==> config.mk <==
export PLATFORM = sky130hd
export DESIGN_NAME = pio_irq_top
export DESIGN_NICKNAME = d
export VERILOG_FILES = /design/src/rtl/pio_irq_pkg.sv /design/src/rtl/pio_irq_ctrl.sv /design/src/rtl/pio_irq_regs.sv /design/src/rtl/pio_irq_top.sv
export SDC_FILE = /design/constraint.sdc
export NUM_CORES = 1
export LEC_CHECK = 0
export BUFFER_PORTS_ARGS = -buffer_cell sky130_fd_sc_hd__buf_4
export CAP_MARGIN = 20
export CELL_PAD_IN_SITES_DETAIL_PLACEMENT = 1
export CELL_PAD_IN_SITES_GLOBAL_PLACEMENT = 1
export CORE_MARGIN = 8
export CORE_UTILIZATION = 26
export CTS_BUF_LIST = sky130_fd_sc_hd__clkbuf_8
export DETAILED_ROUTE_END_ITERATION = 10
export PLACE_DENSITY_LB_ADDON = 0.08
export SKIP_CTS_REPAIR_TIMING = 1
export SYNTH_ARGS = -nofsm -noshare
export SYNTH_HDL_FRONTEND = slang
export SYNTH_SLANG_ARGS = --single-unit
==> constraint.sdc <==
create_clock -name clk -period 1.4 [get_ports clk]
set_input_delay 0.35 -clock clk [delete_from_list [all_inputs] [get_ports clk]]
set_output_delay 0.35 -clock clk [all_outputs]
set_load 0.005 [all_outputs]
==> src/rtl/pio_irq_pkg.sv <==
package pio_irq_pkg;
  typedef struct packed {
    logic loadIn;
    logic clrFgi;
    logic loadOut;
    logic clrFgo;
    logic setIen;
    logic clrIen;
    logic setR;
    logic clrR;
    logic saveTr;
  } ioStrobes_t;
endpackage

==> src/rtl/pio_irq_ctrl.sv <==
module pio_irq_ctrl
  import pio_irq_pkg::*;
#(
  parameter int WORD_W = 16,
  parameter int SC_W   = 4
) (
  input  logic              clk,
  input  logic              rstN,
  input  logic              ioExec,
  input  logic [WORD_W-1:0] irWord,
  input  logic [SC_W-1:0]   scIn,
  input  logic              fgiFlag,
  input  logic              fgoFlag,
  input  logic              ienFlag,
  input  logic              rFlag,
  output ioStrobes_t        strb,
  output logic              accLoadEn,
  output logic              pcInc,
  output logic              pcClr,
  output logic              arClr,
  output logic              memWe,
  output logic              scClr
);
  localparam int TOP     = WORD_W - 1;
  localparam int BIT_INP = WORD_W - 5;
  localparam int BIT_OUT = WORD_W - 6;
  localparam int BIT_SKI = WORD_W - 7;
  localparam int BIT_SKO = WORD_W - 8;
  localparam int BIT_ION = WORD_W - 9;
  localparam int BIT_IOF = WORD_W - 10;
  localparam logic [SC_W-1:0] STEP0 = SC_W'(0);
  localparam logic [SC_W-1:0] STEP1 = SC_W'(1);
  localparam logic [SC_W-1:0] STEP2 = SC_W'(2);

  logic isIo, stepT0, stepT1, stepT2, skipHit;

  always_comb begin
    isIo    = ioExec && (irWord[TOP -: 4] == 4'hF);
    stepT0  = rFlag && (scIn == STEP0);
    stepT1  = rFlag && (scIn == STEP1);
    stepT2  = rFlag && (scIn == STEP2);
    skipHit = isIo && ((irWord[BIT_SKI] && fgiFlag) || (irWord[BIT_SKO] && fgoFlag));

    strb.loadIn  = isIo && irWord[BIT_INP];
    strb.clrFgi  = isIo && irWord[BIT_INP];
    strb.loadOut = isIo && irWord[BIT_OUT];
    strb.clrFgo  = isIo && irWord[BIT_OUT];
    strb.setIen  = isIo && irWord[BIT_ION];
    strb.clrIen  = (isIo && irWord[BIT_IOF]) || stepT2;
    strb.setR    = ienFlag && (fgiFlag || fgoFlag) && !rFlag && !isIo && (scIn > STEP2);
    strb.clrR    = stepT2;
    strb.saveTr  = stepT0;

    accLoadEn = strb.loadIn;
    pcInc     = skipHit || stepT2;
    pcClr     = stepT1;
    arClr     = stepT0;
    memWe     = stepT1;
    scClr     = isIo || stepT2;
  end


  ien_clear_chk: assert property (@(posedge clk) disable iff (!rstN)
    (rFlag && scIn == STEP2) |=> (!ienFlag && !rFlag));


  no_early_irq_chk: assert property (@(posedge clk) disable iff (!rstN)
    (!rFlag && scIn <= STEP2) |=> !rFlag);
endmodule

==> src/rtl/pio_irq_regs.sv <==
module pio_irq_regs
  import pio_irq_pkg::*;
#(
  parameter int CHAR_W = 8,
  parameter int ADDR_W = 12,
  parameter int WORD_W = 16
) (
  input  logic              clk,
  input  logic              rstN,
  input  ioStrobes_t        strb,
  input  logic              kbdStrobe,
  input  logic [CHAR_W-1:0] kbdData,
  input  logic              prnDone,
  input  logic [CHAR_W-1:0] accLow,
  input  logic [ADDR_W-1:0] pcIn,
  output logic [CHAR_W-1:0] inBuf,
  output logic [CHAR_W-1:0] outBuf,
  output logic              prnStrobe,
  output logic              fgiReg,
  output logic              fgoReg,
  output logic              ienReg,
  output logic              rReg,
  output logic [WORD_W-1:0] saveWord
);
  localparam int PAD_W = WORD_W - ADDR_W;

  logic [ADDR_W-1:0] trReg;

  always_ff @(posedge clk) begin
    if (!rstN) begin
      inBuf     <= '0;
      outBuf    <= '0;
      prnStrobe <= 1'b0;
      fgiReg    <= 1'b0;
      fgoReg    <= 1'b0;
      ienReg    <= 1'b0;
      rReg      <= 1'b0;
      trReg     <= '0;
    end else begin
      prnStrobe <= strb.loadOut;
      if (kbdStrobe) begin
        inBuf  <= kbdData;
        fgiReg <= 1'b1;
      end else if (strb.clrFgi) begin
        fgiReg <= 1'b0;
      end
      if (strb.loadOut) outBuf <= accLow;
      if (prnDone) fgoReg <= 1'b1;
      else if (strb.clrFgo) fgoReg <= 1'b0;
      if (strb.clrIen) ienReg <= 1'b0;
      else if (strb.setIen) ienReg <= 1'b1;
      if (strb.clrR) rReg <= 1'b0;
      else if (strb.setR) rReg <= 1'b1;
      if (strb.saveTr) trReg <= pcIn;
    end
  end

  assign saveWord = {{PAD_W{1'b0}}, trReg};


  fgi_set_chk: assert property (@(posedge clk) disable iff (!rstN)
    $past(kbdStrobe) |-> fgiReg);


  fgo_rise_chk: assert property (@(posedge clk) disable iff (!rstN)
    $rose(fgoReg) |-> $past(prnDone));


  r_rise_chk: assert property (@(posedge clk) disable iff (!rstN)
    $rose(rReg) |-> $past(ienReg && (fgiReg || fgoReg)));
endmodule

==> src/rtl/pio_irq_top.sv <==
module pio_irq_top
  import pio_irq_pkg::*;
#(
  parameter int WORD_W = 16,
  parameter int ADDR_W = 12,
  parameter int CHAR_W = 8,
  parameter int SC_W   = 4
) (
  input  logic              clk,
  input  logic              rstN,
  input  logic              ioExec,
  input  logic [WORD_W-1:0] irWord,
  input  logic [SC_W-1:0]   scIn,
  input  logic [CHAR_W-1:0] accLow,
  input  logic [ADDR_W-1:0] pcIn,
  input  logic              kbdStrobe,
  input  logic [CHAR_W-1:0] kbdData,
  input  logic              prnDone,
  output logic              accLoadEn,
  output logic [CHAR_W-1:0] accLoadData,
  output logic              pcInc,
  output logic              pcClr,
  output logic              arClr,
  output logic              scClr,
  output logic              memWe,
  output logic [ADDR_W-1:0] memAddr,
  output logic [WORD_W-1:0] memWData,
  output logic              prnStrobe,
  output logic [CHAR_W-1:0] prnData,
  output logic              inFlag,
  output logic              outFlag,
  output logic              ienOut,
  output logic              intCycle
);
  localparam logic [ADDR_W-1:0] SAVE_ADDR = '0;

  ioStrobes_t strb;
  logic fgiReg, fgoReg, ienReg, rReg;

  pio_irq_ctrl #(.WORD_W(WORD_W), .SC_W(SC_W)) u_ctrl (
    .clk(clk), .rstN(rstN), .ioExec(ioExec), .irWord(irWord), .scIn(scIn),
    .fgiFlag(fgiReg), .fgoFlag(fgoReg), .ienFlag(ienReg), .rFlag(rReg),
    .strb(strb), .accLoadEn(accLoadEn), .pcInc(pcInc), .pcClr(pcClr),
    .arClr(arClr), .memWe(memWe), .scClr(scClr)
  );

  pio_irq_regs #(.CHAR_W(CHAR_W), .ADDR_W(ADDR_W), .WORD_W(WORD_W)) u_regs (
    .clk(clk), .rstN(rstN), .strb(strb), .kbdStrobe(kbdStrobe), .kbdData(kbdData),
    .prnDone(prnDone), .accLow(accLow), .pcIn(pcIn), .inBuf(accLoadData),
    .outBuf(prnData), .prnStrobe(prnStrobe), .fgiReg(fgiReg), .fgoReg(fgoReg),
    .ienReg(ienReg), .rReg(rReg), .saveWord(memWData)
  );

  assign memAddr  = SAVE_ADDR;
  assign inFlag   = fgiReg;
  assign outFlag  = fgoReg;
  assign ienOut   = ienReg;
  assign intCycle = rReg;


  save_pc_chk: assert property (@(posedge clk) disable iff (!rstN)
    memWe |-> (memWData == WORD_W'($past(pcIn))));
endmodule

# [Word level (Yosys, flattened, before mapping)]
# Index checks and enable logic that the tools add are counted.
[word_totals] reg_bits=33 out_inout_bits=55
[op_classes] order_cmp=1 n_eq_ne=3 n_mux=4 bitwise_logic=1 reduce_logical=27
[ops] cell="$logic_and 1x1->1" n=15
[ops] cell="$logic_or 1x1->1" n=5
[ops] cell="$eq 4x1->1 const B" n=1
[ops] cell="$eq 4x2->1 const B" n=1
[ops] cell="$eq 4x4->1 const B" n=1
[ops] cell="$gt 4x2->1 const B" n=1
[ops] cell="$logic_not 4->1" n=1
[ops] cell="$mux 1" n=4
[ops] cell="$reduce_bool 2->1" n=2
[ops] cell="$reduce_or 2->1" n=2
[ops] cell="$logic_not 1->1" n=2
[ops] cell="$not 1->1" n=1

# [Depth between registers and ports, before layout]
[logic_depth] word_depth=5 depth_mapped=5 ltp_nobuf=3

# [By module]
# A second synthesis with hierarchy kept.
[hier_totals] hier_cells=148 area_unflattened_um2=1515.2
[modules_own_cells] module="pio_irq_regs" n_inst=1 cells_each=109 area_per_inst_um2=1243.7 seq_area_each_um2=660.6
[modules_own_cells] module="pio_irq_ctrl" n_inst=1 cells_each=26 area_per_inst_um2=177.7 seq_area_each_um2=0.0
[modules_own_cells] module="pio_irq_top" n_inst=1 cells_each=13 area_per_inst_um2=93.8 seq_area_each_um2=0.0

# [Worst setup path before layout]
# OpenSTA, ideal clock, no wires.
[synth_path] kind="register to output" from="reg u_regs.rReg" to="out pcClr" t_arrival_ns=1.190 setup_slack_ns=-0.140 stages_incl_launch_ff=6 n_path_buf=2 path_cell_list="dfxtp_1 > and2b_1 > buf_2 > nand2_1 > nor3_1 > buf_4"
[synth_between] elab_chain_len=1
[synth_lines] element="start, declared" line="pio_irq_regs.sv:22" source="output logic rReg,"
[synth_lines] element="start signal, assigned" line="pio_irq_regs.sv:37" source="rReg <= 1'b0;"
[synth_lines] element="start signal, assigned" line="pio_irq_regs.sv:52" source="if (strb.clrR) rReg <= 1'b0;"
[synth_lines] element="start signal, assigned" line="pio_irq_regs.sv:53" source="else if (strb.setR) rReg <= 1'b1;"
[synth_lines] element="$logic_and 1x1->1" line="pio_irq_ctrl.sv:40" source="stepT1 = rFlag && (scIn == STEP1);"
[synth_lines] element="end, declared" line="pio_irq_top.sv:22" source="output logic pcClr,"
# No other way between the ends.

# [Worst setup path after layout]
[layout_path] from="reg u_regs.rReg" to="out memWe"
[layout_between] elab_chain_len=1
[layout_lines] element="$logic_and 1x1->1" line="pio_irq_ctrl.sv:40"
[layout_lines] element="end, declared" line="pio_irq_top.sv:25" source="output logic memWe,"
# No other way between the ends.

==> flow_summary_export.csv <==
group,metric,value,unit
run_status,status,"finished, violations left",
run_status,failed_checks,"setup timing",
timing,hold_viol_final,0,
clock_tree,clk_root_buffer_cell,"clkbuf_8",
clock_tree,clkLatencyLatePin,0.27,ns
critical_path,cp_max_fo,3,
floorplanning,core_area,5540,sq um
clock_tree,clockBufferDepth,2,
hold_path,holdPathEnd,"u_regs.ienReg$_SDFFE_PP0P_",
hold_path,hp-start,"irWord[6]",
power,vdd_drop_max,0.000596,V
grt,grt_pass1_vias,1579,
grt,grt_max_degree,33,
placement,gp_congestion,0.758,
route,vias,1443,
floorplanning,num_rows,27,
critical_path,reg2reg_setup_slack,0.32,ns
critical_path,crit_type,"reg2out",
synthesis,netlist_area,1510,sq um
timing,whs,0.269,ns
critical_path,r2r-end,"u_regs.trReg[1]$_SDFFE_PN0P_",
power,cellLeakagePower,1.11,nW
route,firstDrtPassIters,4,
synthesis,ys.flop_type,"dfxtp_1",
timing,period_minus_slack,1.47,ns
power,p_total,2.03,mW
critical_path,critical_path.top_delay_family,"simple AND/OR/NAND/NOR gates",
final_layout,diodes,0,
synthesis,synthArstFlopShare,0,
route,vias_per_cell,4.29,
synthesis,avgSynthCellArea,9.01,sq um
power,power_density,851,nW/um^2
critical_path,crit_slowest_cell,"dfxtp_2",
timing,fmax,0.679,GHz
critical_path,crit_required,1.05,ns
timing,fin_ws,-0.0718,ns
timing,fin_setup_tns,-0.141,ns
grt,antenna_found_initial,0,
timing,finalCritPeriodShare,1.05,
critical_path,cp_cell_sequence,"and2b_1 > nand2_1 > nor3_2 > buf_4",
synthesis,syn_inst,167,
final_layout,fin_util,0.431,
grt,grt_first_pass_wirelength,7740,um
synthesis,synth-edff-count,0,
critical_path,cp-end-kind,"output pin",
grt,grtUsageTotal,0.112,
synthesis,synth_cell_types,29,
floorplanning,dieArea,8480,sq um
critical_path,crit_buf_inv,1,
grt,overflow,0,
route,drc,0,
final_layout,area_delta_synth_final,58.8,%
synthesis,yosys-top-cells-area,"dfxtp_1 (44%), mux2i_1 (11%), buf_4 (9.0%)",
clock_tree,path_clk_slew,0.07,ns
clock_tree,cts_buffers,5,
placement,place.port_buffers,85,
final_layout,nNetsFinal,316,
critical_path,crit-reg2reg-launch,"u_regs.rReg$_SDFFE_PP0P_",
synthesis,yosysTopAreaCell,"dfxtp_1",
floorplanning,dieHeight,92.1,um
floorplanning,die_w,92.1,um
route,wl_per_cell,14.7,um
clock_tree,tritoncts,"built",
floorplanning,io_pins,108,
hold_path,hold_class,"in2reg",
clock_tree,clock-sinks,33,
job,maxCapViolCount,0,
final_layout,final_cells,336,
synthesis,synth_top_area_share,0.439,
timing,finClkSkew,0.00531,ns
synthesis,synth-seq-cells,33,
clock_tree,h-tree-depth,2,
timing,maxSlewViolCount,0,
route,drt_iter0_markers,14,
route,antenna_left,0,
placement,placedCellCount,326,
route,routed_wl,4950,um
timing,rsz0062_at_grt,"true",
synthesis,yosysMostFrequentCell,"dfxtp_1",
placement,dp_hpwl,4040,um
synthesis,yosysSeqAreaShare,0.439,
synthesis,synthTopCellsByCount,"dfxtp_1 (33), nand2_1 (24), buf_4 (18)",
hold_path,min_path_cells,2,
timing,setup_viol,2,
floorplanning,initial_core_util,0.272,
final_layout,drive_above_1_share,0.458,
critical_path,reg2regPathDepth,5,
critical_path,cpPeakStageDelay,0.33,ns
critical_path,crit_arrival,1.12,ns
critical_path,critPathLaunchType,"flop",
synthesis,yosys_warnings,0,
## how the worst max path moves through the flow
stage,startpoint,end,slack (ns),cells after the start
after detailed placement,scIn[0],arClr,-0.06,4
after global placement,scIn[0],arClr,-0.06,4
after global routing,u_regs.rReg$_SDFFE_PP0P_,memWe,-0.14,4
final,u_regs.rReg$_SDFFE_PP0P_,memWe,-0.07,4
after CTS,u_regs.rReg$_SDFFE_PP0P_,memWe,-0.10,4
after floorplan,scIn[1],pcClr,-0.02,5
## final cells by class
cell class | instances | area (sq um)
flip-flops and latches | 33 | 663
repair buffers | 101 | 778
well taps | 72 | 90.1
multi-input cells | 122 | 757
fillers | 677 | 3150
clock inverters | 1 | 5.00
clock buffers | 7 | 96.3
## cell families (layout without fill, tap and decap cells)
group | Yosys count | count (layout) | share of synthesized area
mux | 16 | 16 | 0.106
flops | 33 | 33 | 0.439
other cells | 1 | 16 | 0.00249
compound gates | 35 | 35 | 0.148
simple gates | 55 | 55 | 0.184
buf+inv | 27 | 109 | 0.121
## cell usage in the layout, fill, tap and decap left out, types with 2 or more instances in the layout
cell and count:
a211oi_1 2, mux2i_1 16, clkbuf_8 7, dfxtp_2 2, dfxtp_1 31, buf_6 2
o21ai_1 10, o21ai_0 6, conb_1 16, and3_1 2, a21boi_1 9, a21boi_0 3
nand3_1 12, nor2b_1 8, buf_4 98, nand2_1 24
## registers in the layout (all words and copies together) (netlist names)
| signal | flops |
|---|---|
| u_regs.outBuf | 8 |
| u_regs.fgiReg | 1 |
| u_regs.inBuf | 8 |
| u_regs.rReg | 1 |
| u_regs.trReg | 12 |
| u_regs.prnStrobe | 1 |
| u_regs.fgoReg | 1 |
| u_regs.ienReg | 1 |
## per-stage QoR
stage | cell area [sq um] | worst slack [ns]
5_1_grt | 2390 | -0.141
3_3_place_gp | 2230 | -0.0603
2_1_floorplan | 1570 | -0.0227
3_5_place_dp | 2230 | -0.0632
6_report | 2390 | -0.0718
4_1_cts | 2330 | -0.105
## power by group
group | total [mW] | switching [mW] | internal (mW)
Combinational | 0.279 | 0.111 | 0.168
Clock | 0.778 | 0.334 | 0.444
Sequential | 0.976 | 0.0146 | 0.961
## routing by layer
| layer | routed length (um) | vias to the layer above | global-route usage |
|---|---|---|---|
| met2 | 2400 | 58 | 0.192 |
| met4 | 59 | 0 | 0.0349 |
| met1 | 1920 | 652 | 0.114 |
| met3 | 578 | 4 | 0.0611 |
| met5 | 0 | - | 0 |
| li1 | - | 729 | - |
No activity file was read; power rests on OpenSTA's default activity.
